## config.mk

```make
export PLATFORM = sky130hd
export DESIGN_NAME = feistel_core
export DESIGN_NICKNAME = d
export VERILOG_FILES = /design/src/rtl/feistel_pkg.sv /design/src/rtl/feistel_keybank.sv /design/src/rtl/feistel_round.sv /design/src/rtl/feistel_ctrl.sv /design/src/rtl/feistel_core.sv
export SDC_FILE = /design/constraint.sdc
export NUM_CORES = 1
export LEC_CHECK = 0
export BUFFER_PORTS_ARGS = -buffer_cell sky130_fd_sc_hd__buf_2
export CORE_MARGIN = 3
export CORE_UTILIZATION = 60
export CTS_BUF_LIST = sky130_fd_sc_hd__clkbuf_16
export CTS_CLUSTER_DIAMETER = 120
export DETAILED_ROUTE_END_ITERATION = 7
export GPL_ROUTABILITY_DRIVEN = 0
export PLACE_DENSITY = 0.89
export REMOVE_ABC_BUFFERS = 1
export SKIP_LAST_GASP = 1
export SYNTH_ARGS = -nofsm -noshare
export SYNTH_HDL_FRONTEND = slang
export SYNTH_HIERARCHICAL = 1
export SYNTH_SLANG_ARGS = --single-unit
```

## constraint.sdc

```tcl
create_clock -name clk -period 4.2 [get_ports clk]
set_clock_uncertainty 0.2 [all_clocks]
set_input_delay 0 -clock clk [delete_from_list [all_inputs] [get_ports clk]]
set_output_delay 0 -clock clk [all_outputs]
set_load 0.05 [all_outputs]
```

## src/rtl/feistel_pkg.sv

```systemverilog
package feistel_pkg;

  typedef enum logic {
    DIR_ENC = 1'b0,
    DIR_DEC = 1'b1
  } dir_e;

  // Subkey slot used at a given iteration for a given direction.
  function automatic int unsigned order_pick(dir_e d, int unsigned it, int unsigned n);
    return (d == DIR_ENC) ? it : (n - 1 - it);
  endfunction

endpackage

```

## src/rtl/feistel_keybank.sv

```systemverilog
module feistel_keybank #(
  parameter int HALF_W  = 32,
  parameter int NUM_SUB = 4,
  localparam int SW  = (NUM_SUB > 1) ? $clog2(NUM_SUB) : 1,
  localparam int NPH = NUM_SUB / 2,
  localparam int PW  = (NPH > 1) ? $clog2(NPH) : 1
) (
  input  logic                              clk,
  input  logic                              rst_n,
  input  logic [2*HALF_W-1:0]               din,
  input  logic                              key_load,
  input  logic                              lock,
  input  logic [SW-1:0]                     sel_idx,
  output logic [HALF_W-1:0]                 subkey,
  output logic [NUM_SUB-1:0][HALF_W-1:0]    keys_flat,
  output logic                              key_busy
);

  logic [PW-1:0]                  phase_q;
  logic [PW-1:0]                  slot_sel;
  logic                           wr_en;
  logic [NPH-1:0]                 slot_hit;
  logic [NUM_SUB-1:0][HALF_W-1:0] keys_q;

  assign key_busy = (phase_q != '0);
  assign slot_sel = phase_q;
  assign wr_en    = key_busy || (key_load && !lock);

  for (genvar g = 0; g < NPH; g++) begin : g_slot
    assign slot_hit[g] = wr_en && (slot_sel == PW'(g));
  end

  always_ff @(posedge clk or negedge rst_n) begin
    if (!rst_n) begin
      keys_q  <= '0;
      phase_q <= '0;
    end else begin
      for (int s = 0; s < NPH; s++) begin
        if (slot_hit[s]) begin
          keys_q[2*s]   <= din[2*HALF_W-1:HALF_W];
          keys_q[2*s+1] <= din[HALF_W-1:0];
        end
      end
      if (wr_en) begin
        if (slot_sel == PW'(NPH - 1)) phase_q <= '0;
        else                          phase_q <= slot_sel + 1'b1;
      end
    end
  end

  assign subkey    = keys_q[sel_idx];
  assign keys_flat = keys_q;

endmodule

```

## src/rtl/feistel_round.sv

```systemverilog
module feistel_round #(
  parameter int HALF_W = 32
) (
  input  logic [HALF_W-1:0] left_i,
  input  logic [HALF_W-1:0] right_i,
  input  logic [HALF_W-1:0] subkey_i,
  output logic [HALF_W-1:0] left_o,
  output logic [HALF_W-1:0] right_o
);

  // Round function: raw key word added to the half, carry dropped.
  function automatic logic [HALF_W-1:0] mix(logic [HALF_W-1:0] k, logic [HALF_W-1:0] h);
    return k + h;
  endfunction

  assign left_o  = mix(subkey_i, left_i) ^ right_i;
  assign right_o = left_i;

endmodule

```

## src/rtl/feistel_ctrl.sv

```systemverilog
module feistel_ctrl #(
  parameter int NUM_ROUNDS = 4,
  localparam int IW = (NUM_ROUNDS > 1) ? $clog2(NUM_ROUNDS) : 1
) (
  input  logic                 clk,
  input  logic                 rst_n,
  input  logic                 enc_go,
  input  logic                 dec_go,
  input  logic                 key_load,
  input  logic                 key_busy,
  output logic                 start_acc,
  output logic                 busy,
  output feistel_pkg::dir_e    dir,
  output logic [IW-1:0]        iter,
  output logic                 iter_last
);

  assign start_acc = !busy && !key_load && !key_busy && (enc_go || dec_go);
  assign iter_last = busy && (iter == IW'(NUM_ROUNDS - 1));

  always_ff @(posedge clk or negedge rst_n) begin
    if (!rst_n) begin
      busy <= 1'b0;
      dir  <= feistel_pkg::DIR_ENC;
      iter <= '0;
    end else if (start_acc) begin
      busy <= 1'b1;
      dir  <= enc_go ? feistel_pkg::DIR_ENC : feistel_pkg::DIR_DEC;
      iter <= '0;
    end else if (busy) begin
      if (iter_last) begin
        busy <= 1'b0;
        iter <= '0;
      end else begin
        iter <= iter + 1'b1;
      end
    end
  end

endmodule

```

## src/rtl/feistel_core.sv

```systemverilog
module feistel_core #(
  parameter int HALF_W     = 32,
  parameter int NUM_ROUNDS = 4,
  localparam int BLK_W = 2 * HALF_W,
  localparam int IW    = (NUM_ROUNDS > 1) ? $clog2(NUM_ROUNDS) : 1
) (
  input  logic             clk,
  input  logic             rst_n,
  input  logic [BLK_W-1:0] din,
  input  logic             key_load,
  input  logic             enc_go,
  input  logic             dec_go,
  output logic [BLK_W-1:0] dout,
  output logic             done
);

  logic                              start_acc;
  logic                              busy;
  feistel_pkg::dir_e                 dir;
  logic [IW-1:0]                     iter;
  logic                              iter_last;
  logic                              key_busy;
  logic [IW-1:0]                     sel_idx;
  logic [HALF_W-1:0]                 subkey;
  logic [NUM_ROUNDS-1:0][HALF_W-1:0] keys_flat;
  logic [HALF_W-1:0]                 left_q, right_q, left_n, right_n;
  logic                              finish_now;

  feistel_ctrl #(.NUM_ROUNDS(NUM_ROUNDS)) ctrl_i (
    .clk(clk), .rst_n(rst_n), .enc_go(enc_go), .dec_go(dec_go),
    .key_load(key_load), .key_busy(key_busy), .start_acc(start_acc),
    .busy(busy), .dir(dir), .iter(iter), .iter_last(iter_last)
  );

  assign sel_idx = IW'(feistel_pkg::order_pick(dir, 32'(iter), NUM_ROUNDS));

  feistel_keybank #(.HALF_W(HALF_W), .NUM_SUB(NUM_ROUNDS)) keys_i (
    .clk(clk), .rst_n(rst_n), .din(din), .key_load(key_load), .lock(busy),
    .sel_idx(sel_idx), .subkey(subkey), .keys_flat(keys_flat), .key_busy(key_busy)
  );

  feistel_round #(.HALF_W(HALF_W)) round_i (
    .left_i(left_q), .right_i(right_q), .subkey_i(subkey),
    .left_o(left_n), .right_o(right_n)
  );

  assign finish_now = busy && iter_last;

  always_ff @(posedge clk or negedge rst_n) begin
    if (!rst_n) begin
      left_q  <= '0;
      right_q <= '0;
      dout    <= '0;
      done    <= 1'b0;
    end else begin
      if (start_acc) begin
        left_q  <= din[BLK_W-1:HALF_W];
        right_q <= din[HALF_W-1:0];
      end else if (busy) begin
        left_q  <= left_n;
        right_q <= right_n;
      end
      if (finish_now) dout <= {right_n, left_n};
      done <= finish_now;
    end
  end

endmodule

```

=== Yosys cells after proc, flatten, opt, wreduce, memory -nomap -nowiden ===
Cells that the tools add are included.

* Input port bits: 69
* Register bits after elaboration: 262
* Logic and storage cells: 49
* Output and inout bits: 65

* Order comparisons: 1
* Eq/ne operators: 1
* Multiplexer cells: 15
* Add/subtract/negate cells: 4
* Reduce and logical (&&, ||, !) cells: 14
* Bitwise operators: 2

{| class="wikitable"
|+ Operator list
! kind !! number
|-
| $mux W32 || 5
|-
| $bmux W32 S2 || 1
|-
| $add A32 B32 Y32 || 1
|-
| $xor A32 B32 Y32 || 1
|-
| $logic_and A1 B1 Y1 || 8
|-
| $mux W2 || 4
|-
| $mux W1 || 5
|-
| $logic_not A1 Y1 || 3
|-
| $lt A2 B3 Y1 const B || 1
|-
| $add A2 B1 Y2 const B || 1
|-
| $eq A2 B2 Y1 const B || 1
|-
| $logic_or A1 B1 Y1 || 2
|-
| $reduce_bool A2 Y1 || 1
|-
| $sub A2 B2 Y2 const A || 1
|-
| $add A1 B1 Y1 const B || 1
|-
| $not A1 Y1 || 1
|}

=== Longest topological paths before layout ===
* Depth in word-level cells: 8
* Gate-level depth with buffers: 15
* Depth with buffers taken out: 13

=== By module ===
Netlist, hierarchy kept.

{| class="wikitable"
|+ By module, submodules not included
! module !! seq. area each (sq um) !! instances !! area an instance (sq um) !! cells an instance
|-
| feistel_keybank || 3228.1 || 1 || 5560.3 || 311
|-
| feistel_core || 3228.1 || 1 || 5378.9 || 417
|-
| feistel_round || 0.0 || 1 || 2229.6 || 305
|-
| feistel_ctrl || 100.1 || 1 || 203.9 || 18
|}

=== Least setup slack after synthesis ===
OpenSTA, ideal clock, no wires.

* Path type: flip-flop to flip-flop
* From: register ctrl_i.dir
* To: register dout[28]
* Buffers on the path: 2
* Data required time: 3.872 ns
* Arrival: 3.499 ns
* Setup time: 0.128 ns
* Period minus slack after synthesis: 3.827 ns
* Stages on the path, launching flop included: 15
* Path slack: 0.373 ns
* Cells stage by stage: dfrtp_1 -> xor2_1 -> buf_2 -> buf_6 -> mux4_2 -> ha_1 -> fa_1 -> a21oi_1 -> o221ai_1 -> a21o_1 -> a211oi_2 -> nor3_1 -> a31oi_1 -> xnor2_1 -> mux2_1

* Cells in the longest elaborated chain, start to end: 5

{| class="wikitable"
|+ RTL lines
! what !! RTL line !! RTL
|-
| start: declaration || feistel_ctrl.sv:13 || <nowiki>output feistel_pkg::dir_e dir,</nowiki>
|-
| start signal: assignment || feistel_ctrl.sv:24 || <nowiki>dir <= feistel_pkg::DIR_ENC;</nowiki>
|-
| start signal: assignment || feistel_ctrl.sv:28 || <nowiki>dir <= enc_go ? feistel_pkg::DIR_ENC : feistel_pkg::DIR_DEC;</nowiki>
|-
| $mux W2 || feistel_pkg.sv:10 || <nowiki>return (d == DIR_ENC) ? it : (n - 1 - it);</nowiki>
|-
| via sel_idx[0] || feistel_core.sv:23 || <nowiki>logic [IW-1:0] sel_idx;</nowiki>
|-
| $bmux W32 S2 || feistel_keybank.sv:51 || <nowiki>assign subkey = keys_q[sel_idx];</nowiki>
|-
| $mux W32 (not written as such) || feistel_keybank.sv:51 ||
|-
| via subkey[0] || feistel_core.sv:24 || <nowiki>logic [HALF_W-1:0] subkey;</nowiki>
|-
| $add A32 B32 Y32 || feistel_round.sv:13 || <nowiki>return k + h;</nowiki>
|-
| $xor A32 B32 Y32 || feistel_round.sv:16 || <nowiki>assign left_o = mix(subkey_i, left_i) ^ right_i;</nowiki>
|-
| via left_n[28] || feistel_core.sv:26 || <nowiki>logic [HALF_W-1:0] left_q, right_q, left_n, right_n;</nowiki>
|-
| end signal: assignment || feistel_core.sv:63 || <nowiki>if (finish_now) dout <= {right_n, left_n};</nowiki>
|-
| end: declaration || feistel_core.sv:13 || <nowiki>output logic [BLK_W-1:0] dout,</nowiki>
|}

The timed path passes the listed nets, and every way through them passes these cells. The select of a mux whose other input is x is not followed.
A chain may end at the register's enable or synchronous reset.

=== Worst setup path after layout ===
* From: register ctrl_i.iter[0]
* To: register left_q[17]

* Cells in the longest elaborated chain, start to end: 8

{| class="wikitable"
|+ RTL lines
! what !! RTL line !! RTL
|-
| start: declaration || feistel_ctrl.sv:14 || <nowiki>output logic [IW-1:0] iter,</nowiki>
|-
| start signal: assignment || feistel_ctrl.sv:35 || <nowiki>iter <= iter + 1'b1;</nowiki>
|-
| $sub A2 B2 Y2 || feistel_pkg.sv:10 ||
|-
| $mux W2 * || feistel_pkg.sv:10 ||
|-
| via sel_idx[0] || feistel_core.sv:23 ||
|-
| $bmux W32 S2 * || feistel_keybank.sv:51 ||
|-
| $mux W32 (not written as such) * || feistel_keybank.sv:51 ||
|-
| via subkey[4] || feistel_core.sv:24 ||
|-
| $add A32 B32 Y32 * || feistel_round.sv:13 ||
|-
| $xor A32 B32 Y32 * || feistel_round.sv:16 ||
|-
| via left_n[17] || feistel_core.sv:26 ||
|-
| $mux W32 * || feistel_core.sv:59 || <nowiki>end else if (busy) begin</nowiki>
|-
| $mux W32 * || feistel_core.sv:56 || <nowiki>if (start_acc) begin</nowiki>
|-
| end signal: assignment || feistel_core.sv:57 || <nowiki>left_q <= din[BLK_W-1:HALF_W];</nowiki>
|-
| end signal: assignment || feistel_core.sv:60 || <nowiki>left_q <= left_n;</nowiki>
|-
| end: declaration || feistel_core.sv:26 ||
|}

The timed path passes the listed nets; every way through them passes the cells marked *. The select of a mux whose other input is x is not followed.

==> results.toml <==
[status]
status = "finished, violations left"
violations = "hold timing"

[sta]
hold_violations = 16
setup_viol = 0
fin_crit_sh_pct = 99.1
min_period_ns = 4.16
hold_ws_ns = -0.00821
max_freq_mhz = 240
max_slew_margin_pct = 30.2
tns_ns = 0
drv_slew = 0
tightest_slew_ns = 1.05

[critical_path]
timing.rr.start = "ctrl_i/iter[0]$_DFFE_PN0P_"
path_class = "reg2reg"
crit_fanout = 5
startpoint_type = "flop"
end_kind = "flop"
crit_family = "compound AO/OA/AOI/OAI gates"
reg2reg_slack_ns = 0.04
worstRegToRegCells = 14
cp_slowest_cell = "mux4_2"
cp.depth = 14
cpPeakStageDelay_ns = 0.50
regToRegEndpoint = "left_q[17]$_DFFE_PN0P_"
cp.required_ns = 4.43
path_cells = "xor2_4, buf_12, buf_12, mux4_2, ha_1, a21oi_1, nand2_1, o21ai_4, a21o_1, a21o_1, o21ai_0, xnor2_1, mux2i_1, o21ai_0"
worst-path-buf-inv = 2
cp.arrival_ns = 4.39

[die]
ios = 134
core_area_mm2 = 0.0215
initial_core_util_pct = 62.2
chipWidth_um = 155
fp.dieArea_mm2 = 0.0241
dieHeight_um = 155
rows = 53

[layout]
antennaDiodeCount = 0
drive_gt1_share_pct = 29.2
fin_nets = 1333
layout-area-overhead-vs-synth_pct = 18.2

[yosys]
synthArstFlopShare_pct = 100
ys.flop_type = "dfrtp_1"
synthesis.area_mm2 = 0.0134
synth_top_area_cell = "dfrtp_1"
synthTopCellsByArea = "dfrtp_1, mux2_1, mux2_2"
yosys_warnings = 6
synth_edf_count = 0
syn_inst = 1051
synth_top_area_share_pct = 49.0
seq_area_frac_synth_pct = 49.0
yosys.cell_count.top_type = "dfrtp_1"
ys_types = 59
ys_seq_elements = 262
synth_common_cells = "dfrtp_1, mux2_1, mux2_2"
avgSynthCellArea_um2 = 12.7

[cts]
clock_tree.root_cell = "clkbuf_16"
cts-htree-levels = 1
cts_tree = "built"
cts_buffers = 26
clk_pin_slew_ns = 0.06
cts_buffer_depth = 3
cts_sinks = 262
clk_latency_ns = 0.53

[grt]
grt_use_total_pct = 27.5
grt_pass1_wl_um = 53600
antenna_found_initial = 1
grt_pass1_vias = 9870
grt_max_degree = 134
overflow = 0

[drt]
drtAntennaViolNets = 0
initialDrtViolationCount = 852
wl_per_cell_um = 22.5
dr.pass1.iters = 5
wirelength_um = 34400
vias = 9502
avgViaCountPerCell = 6.23
drc = 0

[place]
dp_hpwl_um = 21000
numPortBuffers = 133

[min_path]
min_path_type = "in2async"

[flow_run]
drv_cap = 0
-- per-stage QoR --
| step | utilization [%] | instances | area, µm² | hold slack (ns) | setup slack, ns |
|---|---|---|---|---|---|
| floorplan | - | 961 | 12700 | -0.496 | -2.00 |
| global placement | 65.4 | 1399 | 14100 | -0.0227 | 0.140 |
| detailed placement | 65.4 | 1399 | 14100 | -0.0135 | 0.0201 |
| CTS | 72.9 | 1518 | 15700 | 0.0248 | 0.0536 |
| global route | 73.6 | 1524 | 15800 | 0.0498 | -0.131 |
| finish | 73.6 | 1524 | 15800 | -0.00821 | 0.0379 |
-- layer usage --
layer | GRT usage (%) | share of wire, %
met4 | 9.13 | 3.6
met3 | 4.84 | 7.9
met2 | 45.0 | 48
met5 | 0 | 0.038
met1 | 37.6 | 40
-- cell usage in the layout (no fill, tap or decap), types with 31 or more instances in the layout --
cell type	count
a21oi_1	33
buf_2	132
buf_4	31
dfrtp_1	258
dlygate4sd3_1	73
mux2_1	98
mux2_2	94
mux2i_1	66
mux4_2	32
nand2_1	88
o21ai_0	77
xnor2_1	45
-- kinds of logic after synthesis --
kind of cell | Yosys count | synth area share, %
flip-flops | 262 | 49.0
multiplexers | 290 | 26.5
AND/OR/NAND/NOR | 138 | 4.61
AO/OA/AOI/OAI | 164 | 7.48
buffers and inverters | 101 | 5.11
adder cells (fa/ha/maj) | 33 | 3.14
XOR/XNOR | 63 | 4.13
-- repair_timing --
item / 4_1_cts / 5_1_grt
resized for setup: 2 / 20
endpoints found under the setup margin: 3 / 23
pin swaps: 0 / 7
hold buffers: 73 / 0
cloned: 0 / 1
hold endpoints to repair: 326 / 0
setup buffers: 0 / 5
-- how the worst max path moves through the flow --
stage	from	endpoint	slack (ns)
after floorplan	ctrl_i/dir$_DFFE_PN0P_	left_q[28]$_DFFE_PN0P_	-2.00
after global placement	ctrl_i/dir$_DFFE_PN0P_	dout[29]$_DFFE_PN0P_	0.14
after detailed placement	ctrl_i/dir$_DFFE_PN0P_	left_q[25]$_DFFE_PN0P_	0.02
after CTS	ctrl_i/iter[0]$_DFFE_PN0P_	left_q[29]$_DFFE_PN0P_	0.05
after global routing	ctrl_i/iter[0]$_DFFE_PN0P_	left_q[17]$_DFFE_PN0P_	-0.13
final	ctrl_i/iter[0]$_DFFE_PN0P_	left_q[17]$_DFFE_PN0P_	0.04
-- final cells by class --
class                      instances  area [µm²]
clock buffer                      27         676
clock inverter                    19         188
fill                            1295        5680
inverter                          11        41.3
multi-input combinational        688        6250
sequential                       262        6560
tap                              275         344
timing repair buffer             242        1740
-- registers in the layout (all words and copies together) (netlist names) --
register,flops
ctrl_i/busy,1
ctrl_i/dir,1
ctrl_i/iter,2
done,1
dout,64
keys_i/key_busy,1
keys_i/keys_flat,128
left_q,32
right_q,32
-- worst reg2reg max path, cell delays in order (launching register included) --
cell and delay [ns]:
dfrtp_2 0.47, xor2_4 0.21, buf_12 0.15, buf_12 0.13
mux4_2 0.51, ha_1 0.37, a21oi_1 0.30, nand2_1 0.23
o21ai_4 0.25, a21o_1 0.22, a21o_1 0.21, o21ai_0 0.15
xnor2_1 0.28, mux2i_1 0.13, o21ai_0 0.25
Power is left out: the tool's default activity adds up to more than one toggle a clock period on the data nets, which glitch-free logic cannot reach.
